$ cat src/rtl/i2ct_pkg.sv
package i2ct_pkg;
  localparam int BYTE_W  = 8;
  localparam int ENTRY_W = BYTE_W + 2;
  localparam int NFLAG   = 4;
  localparam int CNT_W   = $clog2(BYTE_W);

  // flag positions inside status_o
  localparam int F_DONE = 0;
  localparam int F_ARB  = 1;
  localparam int F_NACK = 2;
  localparam int F_DREQ = 3;

  typedef struct packed {
    logic              close;
    logic              open;
    logic [BYTE_W-1:0] data;
  } tx_entry_t;

  typedef enum logic [3:0] {
    S_IDLE,
    S_START_A,
    S_START_B,
    S_BIT_LO,
    S_BIT_HI,
    S_ACK_LO,
    S_ACK_HI,
    S_HOLD,
    S_STOP_LO,
    S_STOP_HI,
    S_STOP_END
  } eng_state_t;
endpackage

$ cat src/rtl/i2ct_fifo.sv
module i2ct_fifo #(
  parameter int W     = 10,
  parameter int DEPTH = 4
) (
  input  logic         clk_i,
  input  logic         rst_ni,
  input  logic         flush_i,
  input  logic         push_i,
  input  logic [W-1:0] din_i,
  input  logic         pop_i,
  output logic [W-1:0] dout_o,
  output logic         empty_o,
  output logic         full_o
);
  localparam int AW = (DEPTH > 1) ? $clog2(DEPTH) : 1;
  localparam int CW = $clog2(DEPTH + 1);

  logic [W-1:0]  mem_q [DEPTH];
  logic [AW-1:0] wp_q, rp_q;
  logic [CW-1:0] cnt_q;
  logic          do_push, do_pop;

  assign empty_o = (cnt_q == '0);
  assign full_o  = (cnt_q == CW'(DEPTH));
  assign do_push = push_i && !full_o && !flush_i;
  assign do_pop  = pop_i && !empty_o && !flush_i;
  assign dout_o  = mem_q[rp_q];

  function automatic logic [AW-1:0] nxt(input logic [AW-1:0] p);
    return (p == AW'(DEPTH - 1)) ? '0 : p + 1'b1;
  endfunction

  always_ff @(posedge clk_i) begin
    if (do_push) mem_q[wp_q] <= din_i;
  end

  always_ff @(posedge clk_i or negedge rst_ni) begin
    if (!rst_ni) begin
      wp_q  <= '0;
      rp_q  <= '0;
      cnt_q <= '0;
    end else if (flush_i) begin
      wp_q  <= '0;
      rp_q  <= '0;
      cnt_q <= '0;
    end else begin
      if (do_push) wp_q <= nxt(wp_q);
      if (do_pop)  rp_q <= nxt(rp_q);
      case ({do_push, do_pop})
        2'b10:   cnt_q <= cnt_q + 1'b1;
        2'b01:   cnt_q <= cnt_q - 1'b1;
        default: cnt_q <= cnt_q;
      endcase
    end
  end
endmodule

$ cat src/rtl/i2ct_clkdiv.sv
module i2ct_clkdiv #(
  parameter int DIV_W = 8
) (
  input  logic             clk_i,
  input  logic             rst_ni,
  input  logic             run_i,
  input  logic             stall_i,
  input  logic [DIV_W-1:0] div_i,
  output logic             tick_o
);
  logic [DIV_W-1:0] cnt_q;

  assign tick_o = run_i && !stall_i && (cnt_q == div_i);

  always_ff @(posedge clk_i or negedge rst_ni) begin
    if (!rst_ni)               cnt_q <= '0;
    else if (!run_i || tick_o) cnt_q <= '0;
    else if (!stall_i)         cnt_q <= cnt_q + 1'b1;
  end
endmodule

$ cat src/rtl/i2ct_engine.sv
module i2ct_engine
  import i2ct_pkg::*;
(
  input  logic      clk_i,
  input  logic      rst_ni,
  input  logic      soft_rst_i,
  input  logic      tick_i,
  input  logic      fifo_empty_i,
  input  tx_entry_t head_i,
  input  logic      dreq_pend_i,
  input  logic      scl_i,
  input  logic      sda_i,
  output logic      pop_o,
  output logic      flush_o,
  output logic      run_o,
  output logic      stall_o,
  output logic      scl_oe_o,
  output logic      sda_oe_o,
  output logic [NFLAG-1:0] set_o
);
  eng_state_t        state_q, state_d;
  logic [BYTE_W-1:0] sh_q;
  logic [CNT_W-1:0]  bit_q;
  logic              close_q;
  logic              pop, load, s_done, s_arb, s_nack, s_dreq, scl_rel;

  always_comb begin
    state_d = state_q;
    pop     = 1'b0;
    load    = 1'b0;
    s_done  = 1'b0;
    s_arb   = 1'b0;
    s_nack  = 1'b0;
    s_dreq  = 1'b0;
    unique case (state_q)
      S_IDLE: if (!fifo_empty_i) begin
        pop = 1'b1;
        if (head_i.open) begin
          load    = 1'b1;
          state_d = S_START_A;
        end
      end
      S_START_A: if (tick_i) state_d = S_START_B;
      S_START_B: if (tick_i) state_d = S_BIT_LO;
      S_BIT_LO:  if (tick_i) state_d = S_BIT_HI;
      S_BIT_HI: if (tick_i) begin
        if (sh_q[BYTE_W-1] && !sda_i) begin
          s_arb   = 1'b1;
          state_d = S_IDLE;
        end else if (bit_q == CNT_W'(BYTE_W - 1)) begin
          state_d = S_ACK_LO;
        end else begin
          state_d = S_BIT_LO;
        end
      end
      S_ACK_LO: if (tick_i) state_d = S_ACK_HI;
      S_ACK_HI: if (tick_i) begin
        if (sda_i) begin
          s_nack  = 1'b1;
          state_d = S_IDLE;
        end else if (close_q) begin
          state_d = S_STOP_LO;
        end else if (!fifo_empty_i) begin
          pop     = 1'b1;
          load    = 1'b1;
          state_d = S_BIT_LO;
        end else begin
          s_dreq  = 1'b1;
          state_d = S_HOLD;
        end
      end
      // bus parked with SCL low until the host refills and acknowledges
      S_HOLD: if (!dreq_pend_i && !fifo_empty_i) begin
        pop     = 1'b1;
        load    = 1'b1;
        state_d = S_BIT_LO;
      end
      S_STOP_LO:  if (tick_i) state_d = S_STOP_HI;
      S_STOP_HI:  if (tick_i) state_d = S_STOP_END;
      S_STOP_END: if (tick_i) begin
        s_done  = 1'b1;
        state_d = S_IDLE;
      end
      default: state_d = S_IDLE;
    endcase
  end

  always_ff @(posedge clk_i or negedge rst_ni) begin
    if (!rst_ni) begin
      state_q <= S_IDLE;
      sh_q    <= '0;
      bit_q   <= '0;
      close_q <= 1'b0;
    end else if (soft_rst_i) begin
      state_q <= S_IDLE;
    end else begin
      if (load) begin
        sh_q    <= head_i.data;
        close_q <= head_i.close;
        bit_q   <= '0;
      end else if (state_q == S_BIT_HI && tick_i) begin
        sh_q  <= {sh_q[BYTE_W-2:0], 1'b0};
        bit_q <= bit_q + 1'b1;
      end
      state_q <= state_d;
    end
  end

  assign scl_oe_o = (state_q == S_START_B) || (state_q == S_BIT_LO) ||
                    (state_q == S_ACK_LO)  || (state_q == S_HOLD)   ||
                    (state_q == S_STOP_LO);
  assign sda_oe_o = (state_q == S_START_A) || (state_q == S_START_B) ||
                    (((state_q == S_BIT_LO) || (state_q == S_BIT_HI)) && !sh_q[BYTE_W-1]) ||
                    (state_q == S_STOP_LO) || (state_q == S_STOP_HI);

  assign scl_rel = (state_q == S_START_A) || (state_q == S_BIT_HI) ||
                   (state_q == S_ACK_HI)  || (state_q == S_STOP_HI) ||
                   (state_q == S_STOP_END);
  assign stall_o = scl_rel && !scl_i;
  assign run_o   = (state_q != S_IDLE) && (state_q != S_HOLD);
  assign pop_o   = pop && !soft_rst_i;
  assign flush_o = soft_rst_i || s_arb || s_nack;

  always_comb begin
    set_o         = '0;
    set_o[F_DONE] = s_done && !soft_rst_i;
    set_o[F_ARB]  = s_arb  && !soft_rst_i;
    set_o[F_NACK] = s_nack && !soft_rst_i;
    set_o[F_DREQ] = s_dreq && !soft_rst_i;
  end
endmodule

$ cat src/rtl/i2ct_flags.sv
module i2ct_flags #(
  parameter int N = 4
) (
  input  logic         clk_i,
  input  logic         rst_ni,
  input  logic [N-1:0] set_i,
  input  logic         clr_wr_i,
  input  logic [N-1:0] clr_i,
  input  logic         en_wr_i,
  input  logic [N-1:0] en_i,
  output logic [N-1:0] flags_o,
  output logic         irq_o
);
  logic [N-1:0] en_q;

  for (genvar i = 0; i < N; i++) begin : g_flag
    always_ff @(posedge clk_i or negedge rst_ni) begin
      if (!rst_ni)                  flags_o[i] <= 1'b0;
      else if (set_i[i])            flags_o[i] <= 1'b1;
      else if (clr_wr_i && clr_i[i]) flags_o[i] <= 1'b0;
    end
  end

  always_ff @(posedge clk_i or negedge rst_ni) begin
    if (!rst_ni)      en_q <= '0;
    else if (en_wr_i) en_q <= en_i;
  end

  assign irq_o = |(flags_o & en_q);
endmodule

$ cat src/rtl/i2c_fifo_tx_master.sv
module i2c_fifo_tx_master
  import i2ct_pkg::*;
#(
  parameter int FIFO_DEPTH = 4,
  parameter int DIV_W      = 8
) (
  input  logic               clk_i,
  input  logic               rst_ni,
  input  logic [DIV_W-1:0]   div_i,
  input  logic               wr_en_i,
  input  logic [ENTRY_W-1:0] wr_entry_i,
  output logic               fifo_full_o,
  input  logic               ctrl_wr_i,
  input  logic [NFLAG-1:0]   ctrl_ie_i,
  input  logic               soft_rst_i,
  input  logic               clr_wr_i,
  input  logic [NFLAG-1:0]   clr_mask_i,
  output logic [NFLAG:0]     status_o,
  output logic               irq_o,
  input  logic               scl_i,
  output logic               scl_oe_o,
  input  logic               sda_i,
  output logic               sda_oe_o
);
  logic [ENTRY_W-1:0] head;
  logic               empty, pop, flush, run, stall, tick;
  logic [NFLAG-1:0]   set, flags;

  i2ct_fifo #(.W(ENTRY_W), .DEPTH(FIFO_DEPTH)) u_fifo (
    .clk_i   (clk_i),
    .rst_ni  (rst_ni),
    .flush_i (flush),
    .push_i  (wr_en_i),
    .din_i   (wr_entry_i),
    .pop_i   (pop),
    .dout_o  (head),
    .empty_o (empty),
    .full_o  (fifo_full_o)
  );

  i2ct_clkdiv #(.DIV_W(DIV_W)) u_div (
    .clk_i   (clk_i),
    .rst_ni  (rst_ni),
    .run_i   (run),
    .stall_i (stall),
    .div_i   (div_i),
    .tick_o  (tick)
  );

  i2ct_engine u_eng (
    .clk_i        (clk_i),
    .rst_ni       (rst_ni),
    .soft_rst_i   (soft_rst_i),
    .tick_i       (tick),
    .fifo_empty_i (empty),
    .head_i       (tx_entry_t'(head)),
    .dreq_pend_i  (flags[F_DREQ]),
    .scl_i        (scl_i),
    .sda_i        (sda_i),
    .pop_o        (pop),
    .flush_o      (flush),
    .run_o        (run),
    .stall_o      (stall),
    .scl_oe_o     (scl_oe_o),
    .sda_oe_o     (sda_oe_o),
    .set_o        (set)
  );

  i2ct_flags #(.N(NFLAG)) u_flags (
    .clk_i    (clk_i),
    .rst_ni   (rst_ni),
    .set_i    (set),
    .clr_wr_i (clr_wr_i),
    .clr_i    (clr_mask_i),
    .en_wr_i  (ctrl_wr_i),
    .en_i     (ctrl_ie_i),
    .flags_o  (flags),
    .irq_o    (irq_o)
  );

  assign status_o = {empty, flags};
endmodule

$ cat config.mk
export PLATFORM = sky130hd
export DESIGN_NAME = i2c_fifo_tx_master
export DESIGN_NICKNAME = d
export VERILOG_FILES = /design/src/rtl/i2ct_pkg.sv /design/src/rtl/i2ct_fifo.sv /design/src/rtl/i2ct_clkdiv.sv /design/src/rtl/i2ct_engine.sv /design/src/rtl/i2ct_flags.sv /design/src/rtl/i2c_fifo_tx_master.sv
export SDC_FILE = /design/constraint.sdc
export NUM_CORES = 1
export LEC_CHECK = 0
export BUFFER_PORTS_ARGS = -buffer_cell sky130_fd_sc_hd__clkbuf_2
export CELL_PAD_IN_SITES_DETAIL_PLACEMENT = 2
export CELL_PAD_IN_SITES_GLOBAL_PLACEMENT = 2
export CORE_MARGIN = 4
export CORE_UTILIZATION = 40
export CTS_CLUSTER_DIAMETER = 150
export DETAILED_ROUTE_END_ITERATION = 12
export HOLD_SLACK_MARGIN = 0.05
export PLACE_DENSITY_LB_ADDON = 0.05
export SETUP_SLACK_MARGIN = 0.5
export SLEW_MARGIN = 20
export SYNTH_ARGS = -nofsm -noshare
export SYNTH_HDL_FRONTEND = slang
export SYNTH_SLANG_ARGS = --single-unit
$ cat constraint.sdc
create_clock -name clk_i -period 3.75 [get_ports clk_i]
set_clock_uncertainty 0.1 [all_clocks]
set_input_delay 0.375 -clock clk_i [delete_from_list [all_inputs] [get_ports clk_i]]
set_output_delay 0.375 -clock clk_i [all_outputs]
set_load 0.01 [all_outputs]
==> results.cfg, run 1 <==
[placed_design]
place_congestion = 0.7952
dp_slack_ns = 0.5525
portBuffers = 42
hpwlAfterDp_um = 6868

[floorplanning]
core_um2 = 9371
start_util_pct = 41.72
die_h_um = 106.9
fp-row-count = 35
io_pins = 43
design.die.area_um2 = 11420
die_w_um = 106.9

[detailed_routing]
vias_per_cell = 5.402
drt_iter0_drc = 82
firstDrtPassIters = 4
finalWirelength_um = 9260
ant_nets = 0
via_count = 2620
post_drt_wl_per_cell_um = 19.09
drc_errors = 0

[synth]
syn_inst = 304
synth_edf_count = 40
synth_area_um2 = 3910
yosys.area_share.simple_pct = 10.14
muxShareOfSynthArea_pct = 10.82
synth-compound-area-share_pct = 12.54
yosysWarningCount = 0
synth_top_family_by_area = compound AO/OA/AOI/OAI gates
synth-seq-cells = 79
synth_fp_nets = 348
ys_seq_area_share_pct = 55.68
ys_types = 60
synth_fa_ha_area_share_pct = 3.392
synth-async-reset-ratio_pct = 49.37
synth-xor-area-share_pct = 4.256
synthFlopType = edfxtp_1
synth_area_per_cell_um2 = 12.86

[final_layout]
antenna_cells = 0
drive_above_1_share_pct = 26.12
layout.nets = 395
most-common-layout-cells = 41 x clkbuf_2, 40 x edfxtp_1, 38 x dfrtp_1
final_common_cell = clkbuf_2
syn2layout_area_growth_pct = 14.30

[pwr]
pwr_density_cell_nw_per_um2 = 615.3
pwr-share-comb_pct = 36.2
ir_drop_mv = 0.2626
switchingPower_uw = 1061
power.internal_uw = 1689
clkPwrFrac_pct = 22.9
power_uw = 2750
switching_share_pct = 38.57
sequentialPowerShare_pct = 40.9
leakage_uw = 0.001834

[clock_network]
cts_tree = yes
h-tree-depth = 3
clk_pin_slew_ns = 0.10
cts_hold_buf = 0
cts-root-buf = clkbuf_8
clock_path_buffers = 2
clkSinkCount = 79
cts_buffers = 9
cts_setup_buffers = 0
insertion_delay_ns = 0.35
cts_repair_resize_count = 0

[setup_path]
critPathRequiredTime_ns = 3.90
cp-end-kind = flip-flop
crit_fanout = 11
worstPathArrival_ns = 3.14
crit_path_start_kind = flip-flop
critical_path_class = reg -> reg
crit_chain = nand2b_1, or4_1, a2111oi_4, o21a_2, ha_1, fa_1, mux2i_1, nor2_1
cp_slowest_cell = or4_1
critPathMaxStageDelay_ns = 0.64

[sta]
tns_ns = 0
fin_crit_sh_pct = 79.82
drv_slew = 0
rsz0062_at_grt = no
relSlewSlack_pct = 38.50
finalHoldViolCount = 0
min_period_ns = 2.993
hold_slack_ns = 0.04843
report.final.setup_viol = 0
tightest_slew_ns = 0.9225
max_clock_freq_mhz = 334.1
setup_ws_ns = 0.7567

[flow_run]
maxCapViolCount = 0

[global_routing]
grt_pass1_vias = 2922
overflow = 0
grt_start_max_net_pins = 40
grt_pass1_wl_um = 15760
antenna_found_initial = 0
grt.total_usage_pct = 17.71

[run_status]
status = complete, no violations

[worst_hold_path]
hp-class = in -> async
per-layer routing:
layer / global-route usage, % / up-vias / wire length [µm]
li1: - / 1229 / -
met1: 22.66 / 1341 / 4161
met2: 30.89 / 40 / 4732
met3: 2.709 / 10 / 248
met4: 5.571 / 0 / 117
met5: 0 / - / 0
synthesized netlist by cell type, types with 4 or more instances:
master,n,area [µm²]
nand2b_1,4,25.02
xnor2_1,11,96.34
mux2_2,5,56.30
and2_1,4,25.02
nand4_1,5,31.28
xor2_1,8,70.07
ha_1,9,112.6
mux4_2,10,225.2
o21ai_0,4,20.02
mux2i_1,13,130.1
nand2_1,19,71.32
a22o_1,4,35.03
buf_4,4,30.03
edfxtp_1,40,1201
nor2_1,29,108.9
nor3_1,5,25.02
clkbuf_1,5,18.77
inv_1,13,48.80
dfrtp_1,39,975.9
a21oi_1,14,70.07
path summary, 6_finish.rpt:
check	slack (ns)	from	end	cells past startpoint
min in group clk_i	0.13	wr_entry_i[3]	u_fifo.mem_q[3][3]$_DFFE_PP_	1
max in group asynchronous	2.86	rst_ni	u_eng.state_q[2]$_DFFE_PN0P_	1
setup / recovery	0.76	u_eng.state_q[2]$_DFFE_PN0P_	u_fifo.cnt_q[1]$_DFFE_PN0P_	8
hold / removal	0.05	rst_ni	u_flags.flags_o[0]$_DFFE_PN0P_	1
hold reg to reg	0.41	u_eng.sh_q[0]$_DFFE_PN0P_	u_eng.sh_q[0]$_DFFE_PN0P_	1
setup reg to reg	0.76	u_eng.state_q[2]$_DFFE_PN0P_	u_fifo.cnt_q[1]$_DFFE_PN0P_	8
registers in the layout, indices dropped and copies added (netlist names):
signal and flops:
u_fifo.rp_q 2, u_fifo.wp_q 2, u_fifo.cnt_q 3, u_eng.sh_q 8, u_flags.en_q 4, u_fifo.mem_q 40, u_eng.state_q 4, u_eng.close_q 1
u_flags.flags_o 4, u_div.cnt_q 8, u_eng.bit_q 3
logic make-up (layout without fill, tap and decap cells):
group,after synthesis,after routing
xor+xnor,19,19
mux,29,29
flops,79,79
fa+ha+maj,10,10
compound gates,57,57
simple gates,82,82
buf+inv,28,80
cell type report:
cell class | count | area (µm²)
clock buffer | 9 | 123.9
clock inverter | 7 | 72.57
fill | 961 | 4902
inverter | 14 | 52.55
multi-input combinational | 197 | 1610
sequential | 79 | 2178
tap | 129 | 161.4
timing repair buffer | 50 | 270.3
power by group through the flow:
stage | registers [µW] | logic [µW] | clock network (µW)
2_1_floorplan | 1100 | 747 | 0
3_3_place_gp | 1130 | 972 | 0
3_5_place_dp | 1140 | 997 | 0
4_1_cts | 1130 | 1010 | 656
5_1_grt | 1150 | 1120 | 694
6_report | 1130 | 995 | 629
critical path, delay by kind of cell, from the launching register on:
family,cells,cell delay [ns]
simple gates,3,0.92
fa+ha+maj,2,0.63
compound gates,2,0.60
flops,1,0.50
mux,1,0.14
metrics by stage:
stage	util, %	cells	area, µm²
after global routing	47.69	485	4469
after CTS	47.66	485	4467
after global placement	45.57	469	4270
after floorplan	-	304	3910
final	47.69	485	4469
after detailed placement	45.57	469	4270
(Power assumes the default switching activity.)
==> run 2, diff against run 1 <==
clock period = 2.94 ns   (was 3.75 ns; I/O delays follow)
==> results.cfg, run 2 (synthesis results as in run 1) <==
[run_status]
status = complete, no violations

[clock_network]
cts_tree = yes
clkSinkCount = 79
h-tree-depth = 3
clk_pin_slew_ns = 0.10
clock_path_buffers = 2
cts-root-buf = clkbuf_8
insertion_delay_ns = 0.37
cts_buffers = 9

[setup_path]
timing.rr.end = u_fifo.cnt_q[2]$_DFFE_PN0P_
cp-end-kind = flip-flop
critPathMaxStageDelay_ns = 0.46
crit_chain = or3_1, o211ai_1, buf_4, a211o_1, o41ai_4, nor2_2, inv_2, ha_4, fa_2, xnor2_1, nor2_1, xnor2_1, nor2_1
critical_path_class = reg -> reg
crit_fanout = 7
critPathRequiredTime_ns = 3.10
worst-path-buf-inv = 2
worstPathArrival_ns = 3.02
cp_slowest_cell = dfrtp_2
rr_startpoint = u_eng.state_q[1]$_DFFE_PN0P_
rr_worst_depth = 13
crit_path_start_kind = flip-flop
r2r_slack_ns = 0.09
critical_path.top_delay_family = simple AND/OR/NAND/NOR gates

[global_routing]
antenna_found_initial = 0
grt_pass1_wl_um = 17640
grt.total_usage_pct = 20.14
overflow = 0
grt_start_max_net_pins = 40
grt_pass1_vias = 3220

[pwr]
ir_drop_mv = 0.3688
power_uw = 4059
pwr_density_cell_nw_per_um2 = 810.7
leakage_uw = 0.002087

[floorplanning]
die_h_um = 106.9
core_um2 = 9371
die_w_um = 106.9
design.die.area_um2 = 11420
fp-row-count = 35
io_pins = 43
start_util_pct = 41.72

[sta]
relSlewSlack_pct = 37.62
min_period_ns = 2.853
fin_crit_sh_pct = 97.05
report.final.setup_viol = 0
rsz0062_at_grt = yes
finalHoldViolCount = 0
drv_slew = 0
max_clock_freq_mhz = 350.5
tightest_slew_ns = 0.9358

[final_layout]
largest_reg_flops = 40
drive_above_1_share_pct = 37.34
most-common-layout-cells = 41 x clkbuf_2, 40 x edfxtp_1, 36 x dfrtp_1
syn2layout_area_growth_pct = 28.03
fillers = 918
antenna_cells = 0
final_common_cell = clkbuf_2
layout.nets = 438
largestRegisters = u_fifo.mem_q: 40 flops, u_div.cnt_q: 8 flops, u_eng.sh_q: 8 flops
top_register = u_fifo.mem_q
final_area_um2 = 5006

[detailed_routing]
via_count = 2875
post_drt_wl_per_cell_um = 21.25
drt_iter0_drc = 57
ant_nets = 0
vias_per_cell = 5.445
finalWirelength_um = 11220
drc_errors = 0
firstDrtPassIters = 5

[placed_design]
portBuffers = 42
place_congestion = 0.7800
hpwlAfterDp_um = 7155
place_area_um2 = 4343

[worst_hold_path]
hold_start = ctrl_ie_i[0]
min_delay_worst_endpoint = u_flags.en_q[0]$_DFFE_PN0P_
hp-class = in -> reg
whs_path_depth = 2

[flow_run]
maxCapViolCount = 0
==> run 2: cell types whose count changed in the layout (fill, tap and decap cells not counted), sizes merged <==
cell and change:
clkinv +1, dlygate4sd3 +8, and2 +4, inv -2, buf +31, bufinv +2
clkinvlp -1
==> run 2: report_power, final <==
| part | switching, µW | internal [µW] |
|---|---|---|
| registers | 145 | 1300 |
| clock network | 462 | 499 |
| logic | 900 | 749 |
==> run 2: repair_timing <==
action | in CTS | in global routing
resized for setup | 20 | 20
pin swaps | 12 | 13
endpoints found under the hold margin | 63 | 0
hold buffers | 8 | 0
gates cloned | 5 | 0
buffers inserted | 11 | 12
setup endpoints to repair | 55 | 61
==> run 2: worst max path at each step <==
stage                                            start                          end  slack, ns  cells after the start
final                     u_eng.state_q[1]$_DFFE_PN0P_  u_fifo.cnt_q[2]$_DFFE_PN0P_       0.09                     13
after detailed placement  u_eng.state_q[3]$_DFFE_PN0P_  u_fifo.cnt_q[1]$_DFFE_PN0P_       0.02                      8
after CTS                 u_eng.state_q[2]$_DFFE_PN0P_  u_fifo.cnt_q[1]$_DFFE_PN0P_       0.22                     10
after global placement    u_eng.state_q[3]$_DFFE_PN0P_  u_fifo.cnt_q[1]$_DFFE_PN0P_       0.15                      8
after floorplan           u_eng.state_q[3]$_DFFE_PN0P_  u_fifo.cnt_q[2]$_DFFE_PN0P_       0.13                     14
after global routing      u_eng.state_q[1]$_DFFE_PN0P_  u_fifo.cnt_q[2]$_DFFE_PN0P_     -0.008                     13
==> run 2: per-stage QoR <==
step / util, % / std cells / hold slack [ns] / setup slack (ns) / TNS (ns)
floorplan: - / 304 / -0.1016 / 0.1250 / 0
global placement: 46.34 / 476 / 0.3842 / 0.1512 / 0
detailed placement: 46.34 / 476 / 0.4041 / 0.01746 / 0
CTS: 51.50 / 516 / 0.05263 / 0.2190 / 0
global route: 53.42 / 528 / 0.05153 / -0.007647 / -0.007647
finish: 53.42 / 528 / 0.05636 / 0.08660 / 0
==> run 2: cell type report <==
cell class,instances,area (µm²),area share (%)
Inverter,14,55.05,1.100
Sequential cell,79,2181,43.56
Clock buffer,9,123.9,2.474
Clock inverter,7,113.9,2.274
Timing Repair Buffer,89,621.8,12.42
Multi-Input combinational cell,201,1749,34.94
Tap cell,129,161.4,3.224
==> run 2: layer usage <==
layer | GRT usage [%] | up-vias | wire length, µm
met5 | 0 | - | 0
met4 | 6.119 | 0 | 148
met3 | 2.769 | 11 | 419
met2 | 36.92 | 57 | 6064
met1 | 24.53 | 1496 | 4589
li1 | - | 1311 | -
==> run 3, diff against run 2 <==
CORE_UTILIZATION = 35   (was 40)
==> results.cfg, run 3 (synthesis results as in run 1) <==
[global_routing]
overflow = 0
antenna_found_initial = 0
grt.total_usage_pct = 16.72
grt_pass1_vias = 3050
grt_pass1_wl_um = 16470
grt_start_max_net_pins = 22

[final_layout]
final_util_pct = 46.59
layout.nets = 441
largest_reg_flops = 40
syn2layout_area_growth_pct = 29.73
final_common_cell = clkbuf_2
final_area_um2 = 5072
top_register = u_fifo.mem_q
antenna_cells = 0
most-common-layout-cells = 42 x clkbuf_2, 40 x edfxtp_1, 37 x dfrtp_1
drive_above_1_share_pct = 38.06
largestRegisters = u_fifo.mem_q: 40 flops, u_div.cnt_q: 8 flops, u_eng.sh_q: 8 flops

[clock_network]
h-tree-depth = 3
cts_tree = yes
cts-root-buf = clkbuf_8
insertion_delay_ns = 0.37
clk_pin_slew_ns = 0.09
cts_buffers = 9
clkSinkCount = 79
clock_path_buffers = 2

[setup_path]
rr_worst_depth = 9
r2r_slack_ns = 0.27
crit_fanout = 4
crit_path_start_kind = flip-flop
critPathLaunch = u_eng.state_q[1]$_DFFE_PN0P_
rr_startpoint = u_eng.state_q[1]$_DFFE_PN0P_
timing.rr.end = u_fifo.cnt_q[1]$_DFFE_PN0P_
critical_path_class = reg -> reg
critPathRequiredTime_ns = 3.10
worstPathArrival_ns = 2.83
cp-end-kind = flip-flop

[sta]
report.final.setup_viol = 0
max_clock_freq_mhz = 374.1
setup_ws_ns = 0.2670
tightest_slew_ns = 0.8059
hold_slack_ns = 0.1134
tns_ns = 0
relSlewSlack_pct = 46.03
drv_slew = 0
min_period_ns = 2.673
finalHoldViolCount = 0
rsz0062_at_grt = yes
fin_crit_sh_pct = 90.92

[detailed_routing]
ant_nets = 0
via_count = 2788
firstDrtPassIters = 4
post_drt_wl_per_cell_um = 19.29
vias_per_cell = 5.144
drt_iter0_drc = 76
drc_errors = 0
finalWirelength_um = 10450

[worst_hold_path]
min_delay_worst_endpoint = u_flags.flags_o[0]$_DFFE_PN0P_
whs_path_depth = 4
hold_start = clr_mask_i[0]
hp-class = in -> reg

[floorplanning]
start_util_pct = 35.91
die_h_um = 113.7
design.die.area_um2 = 12930
die_w_um = 113.7
io_pins = 43
core_um2 = 10890
fp-row-count = 38

[placed_design]
place_area_um2 = 4372
place_congestion = 0.7868
hpwlAfterDp_um = 7260
dp_slack_ns = 0.1192
portBuffers = 42

[flow_run]
maxCapViolCount = 0

[pwr]
leakage_uw = 0.002078
pwr_density_cell_nw_per_um2 = 775.3
ir_drop_mv = 0.4019

[run_status]
status = complete, no violations
==> run 3: cell count changes in the layout (fill, tap and decap cells not counted), sizes merged <==
cell / before / now
bufinv: 2 / 0
dlygate4sd3: 8 / 15
inv: 17 / 18
clkbuf: 50 / 51
clkinvlp: 0 / 1
buf: 40 / 35
==> run 3: report_power, final <==
group          total [µW]  internal, µW  switching (µW)
Combinational        1710           805             903
Clock                 783           324             458
Sequential           1440          1300             138
Total                3930          2430            1500
==> run 3: area by class of cell <==
cell class	count	area, µm²
Fill cell	1107	5816
Multi-Input combinational cell	201	1822
Clock inverter	7	61.31
Timing Repair Buffer	92	658.1
Clock buffer	9	123.9
Sequential cell	79	2180
Inverter	14	52.55
Tap cell	140	175.2
==> run 3: layer usage <==
layer / global-route usage (%) / vias up / wire, µm
li1: - / 1326 / -
met1: 20.44 / 1413 / 4527
met2: 29.21 / 37 / 5459
met3: 3.448 / 12 / 308
met4: 6.010 / 0 / 158
met5: 0 / - / 0
==> run 3: metrics by stage <==
stage / cells / total power, µW
3_3_place_gp: 489 / 2780
5_1_grt: 542 / 4218
3_5_place_dp: 489 / 2811
2_1_floorplan: 304 / 2366
6_report: 542 / 3932
4_1_cts: 529 / 3696
==> run 3: timing repair <==
action | CTS | global route
gates resized for setup | 7 | 48
cloned | 0 | 5
hold endpoints to repair | 62 | 0
buffers inserted | 9 | 8
hold buffers | 15 | 0
pin swaps | 5 | 15
endpoints found under the setup margin | 56 | 57
==> run 3: worst max-delay path by stage <==
stage / end / slack, ns / depth (start not counted)
floorplan: u_fifo.cnt_q[2]$_DFFE_PN0P_ / 0.13 / 14
global placement: u_fifo.cnt_q[2]$_DFFE_PN0P_ / 0.19 / 12
detailed placement: u_fifo.cnt_q[2]$_DFFE_PN0P_ / 0.12 / 12
CTS: u_fifo.cnt_q[2]$_DFFE_PN0P_ / 0.27 / 12
global route: u_fifo.cnt_q[1]$_DFFE_PN0P_ / 0.11 / 11
finish: u_fifo.cnt_q[1]$_DFFE_PN0P_ / 0.27 / 9
==> run 3: critical path: stages (launching register included) <==
cell       delay, ns
dfrtp_2         0.44
buf_6           0.13
buf_12          0.12
or3_4           0.41
a2111oi_4       0.39
o21a_2          0.24
ha_4            0.14
fa_2            0.42
mux2i_1         0.13
nor2_1          0.05
